### src/rtl/qrdiv_pkg.sv
// Package: shared types for the 32-by-16 divider.
// Holds the sequencer state encoding and the condition-flag record.
package qrdiv_pkg;

    typedef enum logic [1:0] {
        ST_IDLE = 2'd0,
        ST_RUN  = 2'd1,
        ST_FIN  = 2'd2
    } div_state_e;

    typedef struct packed {
        logic n;
        logic z;
        logic v;
        logic c;
    } cc_flags_t;

endpackage

### src/rtl/qrdiv_prep.sv
// Module: qrdiv_prep
// Reduces raw operands to magnitudes and sign bits for the unsigned core.
// Assumes: purely combinational; signed mode sign-extends the divisor from its top bit.
module qrdiv_prep #(
    parameter int DVD_W = 32,
    parameter int DVS_W = 16
) (
    input  logic             signed_i,
    input  logic [DVD_W-1:0] dividend_i,
    input  logic [DVS_W-1:0] divisor_i,
    output logic [DVD_W-1:0] dvd_mag_o,
    output logic [DVS_W:0]   dvs_mag_o,
    output logic             dvd_neg_o,
    output logic             dvs_neg_o,
    output logic             dvs_zero_o
);

    logic [DVS_W:0] dvs_ext;

    // Sign extension of the divisor by one bit so that -2^(DVS_W-1) has a magnitude.
    always_comb begin
        dvs_ext    = {signed_i & divisor_i[DVS_W-1], divisor_i};
        dvs_neg_o  = dvs_ext[DVS_W];
        dvs_mag_o  = dvs_neg_o ? (-dvs_ext) : dvs_ext;
        dvs_zero_o = (divisor_i == '0);
    end

    // Dividend magnitude: negate only when signed and the top bit is set.
    always_comb begin
        dvd_neg_o = signed_i & dividend_i[DVD_W-1];
        dvd_mag_o = dvd_neg_o ? (-dividend_i) : dividend_i;
    end

endmodule

### src/rtl/qrdiv_core.sv
// Module: qrdiv_core
// Restoring divider on magnitudes: one quotient bit per step, MSB first.
// Assumes: load and step are never asserted together; after DVD_W steps the
// quotient register holds the full quotient and the remainder register the remainder.
module qrdiv_core #(
    parameter int DVD_W = 32,
    parameter int DVS_W = 16
) (
    input  logic             clk,
    input  logic             rst_n,
    input  logic             load_i,
    input  logic             step_i,
    input  logic [DVD_W-1:0] dvd_mag_i,
    input  logic [DVS_W:0]   dvs_mag_i,
    output logic [DVD_W-1:0] quo_o,
    output logic [DVS_W-1:0] rem_o
);

    localparam int RW = DVS_W + 1;

    logic [RW-1:0]    rem_q;
    logic [RW-1:0]    dvs_q;
    logic [DVD_W-1:0] quo_q;
    logic [RW:0]      trial;
    logic             fits_sub;
    logic [RW-1:0]    rem_next;

    // Trial subtraction: shift in the next dividend bit and compare with the divisor.
    always_comb begin
        trial    = {rem_q, quo_q[DVD_W-1]};
        fits_sub = trial[RW] | (trial[RW-1:0] >= dvs_q);
        rem_next = fits_sub ? (trial[RW-1:0] - dvs_q) : trial[RW-1:0];
    end

    // Iteration registers: load clears the partial remainder, step retires one bit.
    always_ff @(posedge clk) begin
        if (!rst_n) begin
            rem_q <= '0;
            dvs_q <= '0;
            quo_q <= '0;
        end else if (load_i) begin
            rem_q <= '0;
            dvs_q <= dvs_mag_i;
            quo_q <= dvd_mag_i;
        end else if (step_i) begin
            rem_q <= rem_next;
            quo_q <= {quo_q[DVD_W-2:0], fits_sub};
        end
    end

    assign quo_o = quo_q;
    assign rem_o = rem_q[DVS_W-1:0];

    // The partial remainder never reaches the divisor when the divisor is nonzero.
    AST_REM_BELOW_DIVISOR: assert property (@(posedge clk) disable iff (!rst_n)
        (dvs_q != '0) |-> (rem_q < dvs_q));

endmodule

### src/rtl/qrdiv_post.sv
// Module: qrdiv_post
// Restores signs of quotient and remainder and tests whether the quotient fits.
// Assumes: magnitudes come from a finished core run; remainder magnitude fits QUO_W bits.
module qrdiv_post #(
    parameter int DVD_W = 32,
    parameter int QUO_W = 16
) (
    input  logic             signed_i,
    input  logic             dvd_neg_i,
    input  logic             dvs_neg_i,
    input  logic [DVD_W-1:0] quo_mag_i,
    input  logic [QUO_W-1:0] rem_mag_i,
    output logic [QUO_W-1:0] quo_o,
    output logic [QUO_W-1:0] rem_o,
    output logic             fits_o
);

    localparam logic [DVD_W-1:0] SPOS_MAX = {{(DVD_W-QUO_W+1){1'b0}}, {(QUO_W-1){1'b1}}};
    localparam logic [DVD_W-1:0] SNEG_MAX = SPOS_MAX + 1'b1;
    localparam logic [DVD_W-1:0] UNS_MAX  = {{(DVD_W-QUO_W){1'b0}}, {QUO_W{1'b1}}};

    logic q_neg;

    // Sign fix-up: quotient negative when signs differ, remainder follows the dividend.
    always_comb begin
        q_neg = signed_i & (dvd_neg_i ^ dvs_neg_i);
        quo_o = q_neg ? (-quo_mag_i[QUO_W-1:0]) : quo_mag_i[QUO_W-1:0];
        rem_o = dvd_neg_i ? (-rem_mag_i) : rem_mag_i;
    end

    // Range test on the full magnitude against the mode's 16-bit limits.
    always_comb begin
        if (!signed_i)
            fits_o = (quo_mag_i <= UNS_MAX);
        else if (q_neg)
            fits_o = (quo_mag_i <= SNEG_MAX);
        else
            fits_o = (quo_mag_i <= SPOS_MAX);
    end

endmodule

### src/rtl/qrdiv_top.sv
// Module: qrdiv_top
// Sequenced 32-by-16 divide with packed remainder/quotient result and condition flags.
// Assumes: DVD_W == 2*DVS_W; start is sampled only when idle; fixed latency of
// DVD_W+1 edges after the accepting edge for every outcome, including a zero divisor.
module qrdiv_top
    import qrdiv_pkg::*;
#(
    parameter int DVD_W = 32,
    parameter int DVS_W = 16
) (
    input  logic             clk,
    input  logic             rst_n,
    input  logic             start_i,
    input  logic             signed_i,
    input  logic [DVD_W-1:0] dividend_i,
    input  logic [DVS_W-1:0] divisor_i,
    output logic [DVD_W-1:0] result_o,
    output logic             flag_n_o,
    output logic             flag_z_o,
    output logic             flag_v_o,
    output logic             flag_c_o,
    output logic             div_zero_o,
    output logic             busy_o,
    output logic             done_o
);

    localparam int CNT_W = $clog2(DVD_W);
    localparam logic [CNT_W-1:0] LAST_STEP = CNT_W'(DVD_W - 1);

    div_state_e       state_q;
    logic [CNT_W-1:0] cnt_q;
    logic             load;
    logic             step;

    logic [DVD_W-1:0] pre_dvd_mag;
    logic [DVS_W:0]   pre_dvs_mag;
    logic             pre_dvd_neg;
    logic             pre_dvs_neg;
    logic             pre_dvs_zero;

    logic             sgn_q;
    logic [DVD_W-1:0] dvd_q;
    logic             dvd_neg_q;
    logic             dvs_neg_q;
    logic             dvs_zero_q;

    logic [DVD_W-1:0] core_quo;
    logic [DVS_W-1:0] core_rem;
    logic [DVS_W-1:0] fin_quo;
    logic [DVS_W-1:0] fin_rem;
    logic             fin_fits;

    logic [DVD_W-1:0] result_q;
    cc_flags_t        flags_q;
    logic             done_q;
    logic             dz_q;

    assign load = (state_q == ST_IDLE) && start_i;
    assign step = (state_q == ST_RUN);

    qrdiv_prep #(.DVD_W(DVD_W), .DVS_W(DVS_W)) u_prep (
        .signed_i   (signed_i),
        .dividend_i (dividend_i),
        .divisor_i  (divisor_i),
        .dvd_mag_o  (pre_dvd_mag),
        .dvs_mag_o  (pre_dvs_mag),
        .dvd_neg_o  (pre_dvd_neg),
        .dvs_neg_o  (pre_dvs_neg),
        .dvs_zero_o (pre_dvs_zero)
    );

    qrdiv_core #(.DVD_W(DVD_W), .DVS_W(DVS_W)) u_core (
        .clk       (clk),
        .rst_n     (rst_n),
        .load_i    (load),
        .step_i    (step),
        .dvd_mag_i (pre_dvd_mag),
        .dvs_mag_i (pre_dvs_mag),
        .quo_o     (core_quo),
        .rem_o     (core_rem)
    );

    qrdiv_post #(.DVD_W(DVD_W), .QUO_W(DVS_W)) u_post (
        .signed_i  (sgn_q),
        .dvd_neg_i (dvd_neg_q),
        .dvs_neg_i (dvs_neg_q),
        .quo_mag_i (core_quo),
        .rem_mag_i (core_rem),
        .quo_o     (fin_quo),
        .rem_o     (fin_rem),
        .fits_o    (fin_fits)
    );

    // Sequencer: idle -> DVD_W steps -> one finishing cycle -> idle.
    always_ff @(posedge clk) begin
        if (!rst_n) begin
            state_q <= ST_IDLE;
            cnt_q   <= '0;
        end else begin
            case (state_q)
                ST_IDLE: begin
                    if (start_i) begin
                        state_q <= ST_RUN;
                        cnt_q   <= '0;
                    end
                end
                ST_RUN: begin
                    cnt_q <= cnt_q + CNT_W'(1);
                    if (cnt_q == LAST_STEP)
                        state_q <= ST_FIN;
                end
                ST_FIN:  state_q <= ST_IDLE;
                default: state_q <= ST_IDLE;
            endcase
        end
    end

    // Operand capture at the accepting edge; held through the run.
    always_ff @(posedge clk) begin
        if (!rst_n) begin
            sgn_q      <= 1'b0;
            dvd_q      <= '0;
            dvd_neg_q  <= 1'b0;
            dvs_neg_q  <= 1'b0;
            dvs_zero_q <= 1'b0;
        end else if (load) begin
            sgn_q      <= signed_i;
            dvd_q      <= dividend_i;
            dvd_neg_q  <= pre_dvd_neg;
            dvs_neg_q  <= pre_dvs_neg;
            dvs_zero_q <= pre_dvs_zero;
        end
    end

    // Result and flag update in the finishing cycle, by outcome.
    always_ff @(posedge clk) begin
        if (!rst_n) begin
            result_q <= '0;
            flags_q  <= '0;
            done_q   <= 1'b0;
            dz_q     <= 1'b0;
        end else begin
            done_q <= 1'b0;
            dz_q   <= 1'b0;
            if (state_q == ST_FIN) begin
                done_q    <= 1'b1;
                flags_q.c <= 1'b0;
                if (dvs_zero_q) begin
                    dz_q      <= 1'b1;
                    result_q  <= dvd_q;
                    flags_q.n <= 1'b0;
                    flags_q.z <= 1'b1;
                    flags_q.v <= 1'b0;
                end else if (!fin_fits) begin
                    result_q  <= dvd_q;
                    flags_q.v <= 1'b1;
                end else begin
                    result_q  <= {fin_rem, fin_quo};
                    flags_q.n <= fin_quo[DVS_W-1];
                    flags_q.z <= (fin_quo == '0);
                    flags_q.v <= 1'b0;
                end
            end
        end
    end

    assign result_o   = result_q;
    assign flag_n_o   = flags_q.n;
    assign flag_z_o   = flags_q.z;
    assign flag_v_o   = flags_q.v;
    assign flag_c_o   = flags_q.c;
    assign div_zero_o = dz_q;
    assign done_o     = done_q;
    assign busy_o     = (state_q != ST_IDLE);

    AST_BUSY_FROM_START: assert property (@(posedge clk) disable iff (!rst_n)
        $rose(busy_o) |-> $past(start_i));

    AST_BUSY_ENDS_WITH_DONE: assert property (@(posedge clk) disable iff (!rst_n)
        $fell(busy_o) |-> done_o);

    AST_DONE_SINGLE: assert property (@(posedge clk) disable iff (!rst_n)
        done_o |=> !done_o);

    AST_DZ_FLAGS: assert property (@(posedge clk) disable iff (!rst_n)
        div_zero_o |-> (done_o && flag_z_o && !flag_n_o && !flag_v_o && !flag_c_o));

    AST_HOLD_DEST: assert property (@(posedge clk) disable iff (!rst_n)
        (done_o && (flag_v_o || div_zero_o)) |-> (result_o == dvd_q));

    AST_OVF_KEEPS_NZ: assert property (@(posedge clk) disable iff (!rst_n)
        (done_o && flag_v_o) |-> (flag_n_o == $past(flag_n_o) && flag_z_o == $past(flag_z_o)));

    AST_NO_OVERFLOW_ON_ZERO_Q: assert property (@(posedge clk) disable iff (!rst_n)
        (done_o && !div_zero_o && !flag_v_o) |-> (flag_z_o == (result_o[DVS_W-1:0] == '0)));

endmodule

### config.mk
export PLATFORM = sky130hd
export DESIGN_NAME = qrdiv_top
export DESIGN_NICKNAME = d
export VERILOG_FILES = /design/src/rtl/qrdiv_pkg.sv /design/src/rtl/qrdiv_prep.sv /design/src/rtl/qrdiv_core.sv /design/src/rtl/qrdiv_post.sv /design/src/rtl/qrdiv_top.sv
export SDC_FILE = /design/constraint.sdc
export NUM_CORES = 1
export LEC_CHECK = 0
export ABC_CLOCK_PERIOD_IN_PS = 2900
export BUFFER_PORTS_ARGS = -buffer_cell sky130_fd_sc_hd__buf_2
export CORE_MARGIN = 5
export CORE_UTILIZATION = 56
export CTS_BUF_LIST = sky130_fd_sc_hd__clkbuf_4 sky130_fd_sc_hd__clkbuf_8
export DETAILED_ROUTE_END_ITERATION = 8
export HOLD_SLACK_MARGIN = 0.06
export MAX_ROUTING_LAYER = met4
export PLACE_DENSITY = 0.92
export SYNTH_ARGS = -nofsm -noshare
export SYNTH_HDL_FRONTEND = slang
export SYNTH_SLANG_ARGS = --single-unit
### constraint.sdc
create_clock -name clk -period 2.9 [get_ports clk]
set_clock_uncertainty 0.1 [all_clocks]
set_input_delay 0.435 -clock clk [delete_from_list [all_inputs] [get_ports clk]]
set_output_delay 0.435 -clock clk [all_outputs]
set_load 0.02 [all_outputs]
; ---- Word level (Yosys, flattened, before mapping)
; Cells that the tools add are included.
[totals]
regBits = 146
[op_classes]
n_addsub = 6
bitwise_logic = 6
n_reduce_logical = 13
n_eq_ne = 5
order_cmp = 4
mux = 21
[op_table]
columns = cell, n
row1 = 2-to-1 mux 32 bit, 5
row2 = less-or-equal comparator 32 x 16 -> 1 bit (second input constant), 2
row3 = 2-to-1 mux 17 bit, 2
row4 = less-or-equal comparator 32 x 15 -> 1 bit (second input constant), 1
row5 = zero test 16 bit, 2
row6 = 2-to-1 mux 16 bit, 2
row7 = negator 16 bit, 2
row8 = negator 32 bit, 1
row9 = greater-or-equal comparator 17 bit, 1
row10 = negator 17 bit, 1
row11 = subtractor 17 bit, 1
row12 = case mux 5 bit (2 select lines), 1
row13 = AND reduction 2 bit, 4
row14 = nonzero test 2 bit, 4
row15 = 2-to-1 mux 2 bit, 3
row16 = adder 5 x 1 -> 5 bit (second input constant), 1
row17 = == test 5 bit (second input constant), 1
row18 = 2-to-1 mux 1 bit, 5
row19 = 2-to-1 mux 5 bit, 1
row20 = case mux 2 bit (2 select lines), 1
row21 = AND 1 bit, 3
row22 = 2-to-1 mux 3 bit, 1
row23 = == test 2 x 1 -> 1 bit (second input constant), 1
row24 = == test 2 bit (second input constant), 1
row25 = 8 further kinds, 8

; ---- Longest topological paths before layout
[depth]
word_depth = 6
mapped_depth = 12
ltp_nobuf = 11

; ---- By module
; Synthesis repeated with hierarchy kept, for this count alone.
[unflattened]
hier_cells = 1097
area_unflattened_um2 = 9093.7
[by_module_without_submodules]
columns = module, seq_area_each_um2, cells_each, instances, area_per_inst_um2
row1 = qrdiv_core, 1321.3, 480, 1, 4036.4
row2 = qrdiv_top, 1601.5, 364, 1, 3330.7
row3 = qrdiv_prep, 0.0, 151, 1, 1044.8
row4 = qrdiv_post, 0.0, 102, 1, 681.9

; ---- Worst setup path before layout
; No wires, ideal clock.
[synth_path]
path_kind = register to register
startpoint = register u_core.quo_q[31], in the netlist u_core.quo_o[31]
endpoint = register u_core.rem_q[14]
required_time_ps = 2726
t_arrival_ps = 2533
period_less_slack_ps = 2707
setup_ps = 74
stages_incl_launch_ff = 12
setup_slack_ps = 193
path_cell_list = dfxtp_1 -> inv_1 -> ha_1 -> inv_1 -> fa_1 -> a21o_1 -> a221oi_1 -> a211oi_1 -> o31a_1 -> o21ai_0 -> or3b_1 -> a31oi_1
[synth_between]
elab_chain_len = 3
word_cells_on_any_way = 4
cone_classes = add/sub: 1 / order compare: 1 / mux: 1 / bitwise: 1
[synth_lines]
columns = item, line
row1 = start: declaration, qrdiv_core.sv:23  ; logic [DVD_W-1:0] quo_q;
row2 = start signal: assignment, qrdiv_core.sv:44  ; quo_q <= dvd_mag_i;
row3 = start signal: assignment, qrdiv_core.sv:47  ; quo_q <= {quo_q[DVD_W-2:0], fits_sub};
row4 = greater-or-equal comparator 17 bit, qrdiv_core.sv:31  ; fits_sub = trial[RW] | (trial[RW-1:0] >= dvs_q);
row5 = bitwise OR 1 bit, qrdiv_core.sv:31
row6 = 2-to-1 mux 17 bit (*), qrdiv_core.sv:32  ; rem_next = fits_sub ? (trial[RW-1:0] - dvs_q) : trial[RW-1:0];
row7 = end signal: assignment, qrdiv_core.sv:46  ; rem_q <= rem_next;
row8 = end: declaration, qrdiv_core.sv:21  ; logic [RW-1:0] rem_q;
; Mark *: on every way between the ends. The rest lies on a longest branch, timed or not.
; A chain may end at the register's enable or synchronous reset.

; ---- Worst setup path in the final report
; Same ends and word-level chain as after synthesis.

==> results.tsv <==
stage	metric	value	unit
clock_network	Max H-tree Level	4	
timing	Final setup viols	0	
worst_hold_path	Hold Crit Start	dividend_i[26]	
logic_synthesis	Yosys warning count	0	
power_and_ir_drop	P_sw	1790	uW
layout	Multi-input gate area	5270	sq um
grt	vias in the first global route	7910	
logic_synthesis	sequential fraction of the synthesis area	33.9	%
logic_synthesis	Async S/R FF share, synth	0	%
detailed_routing	DRC errors left	0	
setup_path	R2R Path Start	u_core.quo_o[31]$_SDFFE_PN0P_	
run_status	status	completed	
logic_synthesis	syn nets	1187	
placement	Final HPWL DP	17700	um
placement	Post-Place Cell Area	9360	sq um
clock_network	Setup Fix Bufs, Post-CTS	0	
grt	antenna violations before repair	0	
setup_path	Crit Path Category	flop to flop	
setup_path	reg-to-reg setup timing slack	0.13	ns
setup_path	Critical path origin	u_core.quo_o[31]$_SDFFE_PN0P_	
clock_network	CTS tree	done	
clock_network	CTS Sinks	146	
timing	Hold Vio Cnt, Final	0	
clock_network	library cell used as clock root buffer	clkbuf_8	
logic_synthesis	Netlist Area Pre-Place	8620	sq um
setup_path	capture point of the worst reg-to-reg path	u_core.rem_q[14]$_SDFFE_PP0P_	
grt	GRT Util Overall	28.2	%
power_and_ir_drop	combinational share of power	26.3	%
detailed_routing	routed wl met2	10900	um
layout	sequential standard cell area	2920	sq um
layout	layout cells sized above 1	16.2	%
layout	nets@finish	1259	
detailed_routing	met1 wire length	10600	um
setup_path	CP required	3.19	ns
die	Die Area	18000	sq um
placement	gpl congestion	0.955	
clock_network	clock slew at reported path FFs	0.08	ns
setup_path	r2r worst-path depth	11	
logic_synthesis	EDFF count, synth	0	
timing	Rel. slew slack	50.8	%
timing	Least-Margin Pin Slew	0.737	ns
logic_synthesis	average size of a mapped cell	7.76	sq um
detailed_routing	max layer used	met4	
power_and_ir_drop	total power	5400	uW
detailed_routing	DR vias/cell	6.28	
setup_path	CP Max Fanout	4	
timing	Final Worst Setup Slack	0.133	ns
timing	max frequency	361	MHz
worst_hold_path	endpoint with the worst hold slack	u_core.quo_o[26]$_SDFFE_PN0P_	
setup_path	CP Launch Type	flop	
power_and_ir_drop	Reg power frac	41.2	%
detailed_routing	1st-pass router iterations	6	
power_and_ir_drop	Leakage	0.00416	uW
power_and_ir_drop	Clk pwr share	32.5	%
die	# rows	45	
setup_path	Critical Path AT	3.06	ns
detailed_routing	initial DRC count	1384	
logic_synthesis	register bit total from synthesis	146	
power_and_ir_drop	pwr dens	551	nW/um^2
timing	Setup TNS	0	ns
setup_path	crit end category	flop	
detailed_routing	WL met3	2950	um
die	die span in y	134	um
die	Die W	134	um
timing	Slew Viols, Final	0	
worst_hold_path	Hold Path Class	primary input to flop	
logic_synthesis	Most used DFF post-synth	dfxtp_1	
logic_synthesis	Netlist cell types	73	
worst_hold_path	worst hold path stage count	2	
timing	hold_ws	0.130	ns
placement	count of input and output buffers	89	
layout	# fillers	1204	
detailed_routing	Routed WL	25000	um
detailed_routing	antenna viol nets, final	0	
timing	RSZ-0062 raised after global routing	true	
die	num ports	91	
layout	post-route cell area	9810	sq um
layout	Area Growth Syn to Fin	13.7	%
logic_synthesis	cells after synthesis	1111	
clock_network	Clock Latency Late Sink	0.47	ns
die	CORE AREA	15100	sq um
clock_network	Clock Path Buffers	2	
layout	antenna cells	0	
power_and_ir_drop	Int Pwr	3620	uW
placement	DP Worst Slack	0.128	ns
clock_network	CTS buffer count	17	
timing	Final Cycle Share	95.4	%
grt	first-pass GRT wire length	40200	um
die	Starting Density	56.9	%
timing	Final Critical Period	2.77	ns
power_and_ir_drop	switching share of total power	33.0	%
power_and_ir_drop	worst vdd rail ir drop	0.000356	V
run	Max Cap Viol	0	
detailed_routing	WL per Instance	18.1	um
detailed_routing	via count	8680	
grt	total grt overflow	0	
grt	largest net degree at the start of global routing	100	
## cell families after synthesis
logic type	count (synthesis)	share of synthesized area, %
AOI/OAI and AO/OA	326	26.1
xor gates and xnor gates	67	6.80
adders and majority gates	24	3.57
buffers and inverters	113	5.25
DFF	146	33.9
muxes	16	1.89
other	1	0.0435
and+or+nand+nor	418	22.4
## through the flow
step / instances / util [%]
2_1_floorplan: 1111 / -
3_3_place_gp: 1352 / 61.8
3_5_place_dp: 1352 / 61.8
4_1_cts: 1383 / 64.7
5_1_grt: 1383 / 64.8
6_report: 1383 / 64.8
## routing by layer
layer | vias to the layer above | track usage (%)
li1 | 4092 | -
met1 | 4018 | 38.9
met2 | 507 | 41.0
met3 | 63 | 7.54
met4 | 0 | 7.52
met5 | - | -
## cell usage after synthesis, types with 7 or more instances
library cell	n	area, sq um
o21ai_0	60	300
nand2_1	195	732
o211ai_1	8	60.1
xor2_1	34	298
xnor2_1	33	289
nor4_1	12	75.1
nor3_1	22	110
a31oi_1	8	50.1
or4_1	10	75.1
and3_1	11	68.8
nor2b_1	10	62.6
o211a_1	24	240
o31ai_1	18	135
nand3_1	25	125
nor2_1	84	315
and2_1	10	62.6
dfxtp_1	146	2920
o21a_1	10	75.1
a21oi_1	69	345
o22ai_1	30	188
a21boi_0	39	293
or3_1	10	62.6
clkbuf_1	61	229
inv_1	35	131
ha_1	23	288
mux2i_1	14	140
o221ai_1	7	61.3
buf_2	10	50.1
a21o_1	10	75.1
nand4_1	8	50.1
## worst max path at each step
stage	endpoint	slack [ns]	cells after the start
6_report	u_core.rem_q[14]$_SDFFE_PP0P_	0.13	11
5_1_grt	u_core.rem_q[14]$_SDFFE_PP0P_	-0.0003	11
4_1_cts	u_core.rem_q[14]$_SDFFE_PP0P_	0.1	11
3_5_place_dp	u_core.rem_q[14]$_SDFFE_PP0P_	0.13	11
3_3_place_gp	u_core.rem_q[14]$_SDFFE_PP0P_	0.20	11
2_1_floorplan	u_core.rem_q[14]$_SDFFE_PP0P_	0.19	11
## cell usage in the layout, fill, tap and decap left out, drive strengths merged, types with 22 or more instances in the layout
cell type	synthesis	layout
buf	16	131
nor2	84	84
dfxtp	146	146
inv	35	40
nand3	25	25
o21ai	61	61
a21oi	69	69
ha	23	23
xnor2	33	33
o22ai	30	30
xor2	34	34
o211a	24	24
a21boi	39	39
nor3	22	22
nand2	196	196
## repair_timing
action,in CTS,in global routing
endpoints found under the setup margin,0,5
gates resized for setup,0,3
hold buffers,0,0
## worst max-delay path: stages (launching register included)
cell and delay [ns]:
dfxtp_1 0.34, inv_1 0.06, ha_1 0.16, inv_1 0.05, fa_1 0.41, a21o_1 0.21, a221oi_2 0.27, a211oi_1 0.14
o31a_1 0.30, o21ai_0 0.15, or3b_1 0.35, a31oi_1 0.16
## area by class of cell
class | instances | share of cell area, %
well taps | 188 | 2.40
repair buffers | 131 | 8.29
inverters | 35 | 1.34
flip-flops and latches | 146 | 29.8
clock buffers | 19 | 2.67
multi-input cells | 852 | 53.8
clock inverters | 12 | 1.75
## sequential cells by signal, indices dropped and copies added, names as in the netlist
register and count:
dvd_q 32, result_o 32, u_core.quo_o 32, u_core.dvs_q 17
u_core.rem_q 17, cnt_q 5, state_q 2, div_zero_o 1
done_o 1, dvd_neg_q 1, dvs_neg_q 1, dvs_zero_q 1
flag_n_o 1, flag_v_o 1, flag_z_o 1, sgn_q 1
## power groups by stage
| stage | Combinational (uW) | Clock (uW) | Sequential (uW) |
|---|---|---|---|
| floorplan | 991 | 0 | 2240 |
| global route | 1540 | 1860 | 2240 |
| finish | 1420 | 1760 | 2230 |
| CTS | 1370 | 1760 | 2220 |
| detailed placement | 1360 | 0 | 2270 |
| global placement | 1320 | 0 | 2260 |
No activity file was read; power rests on OpenSTA's default activity.
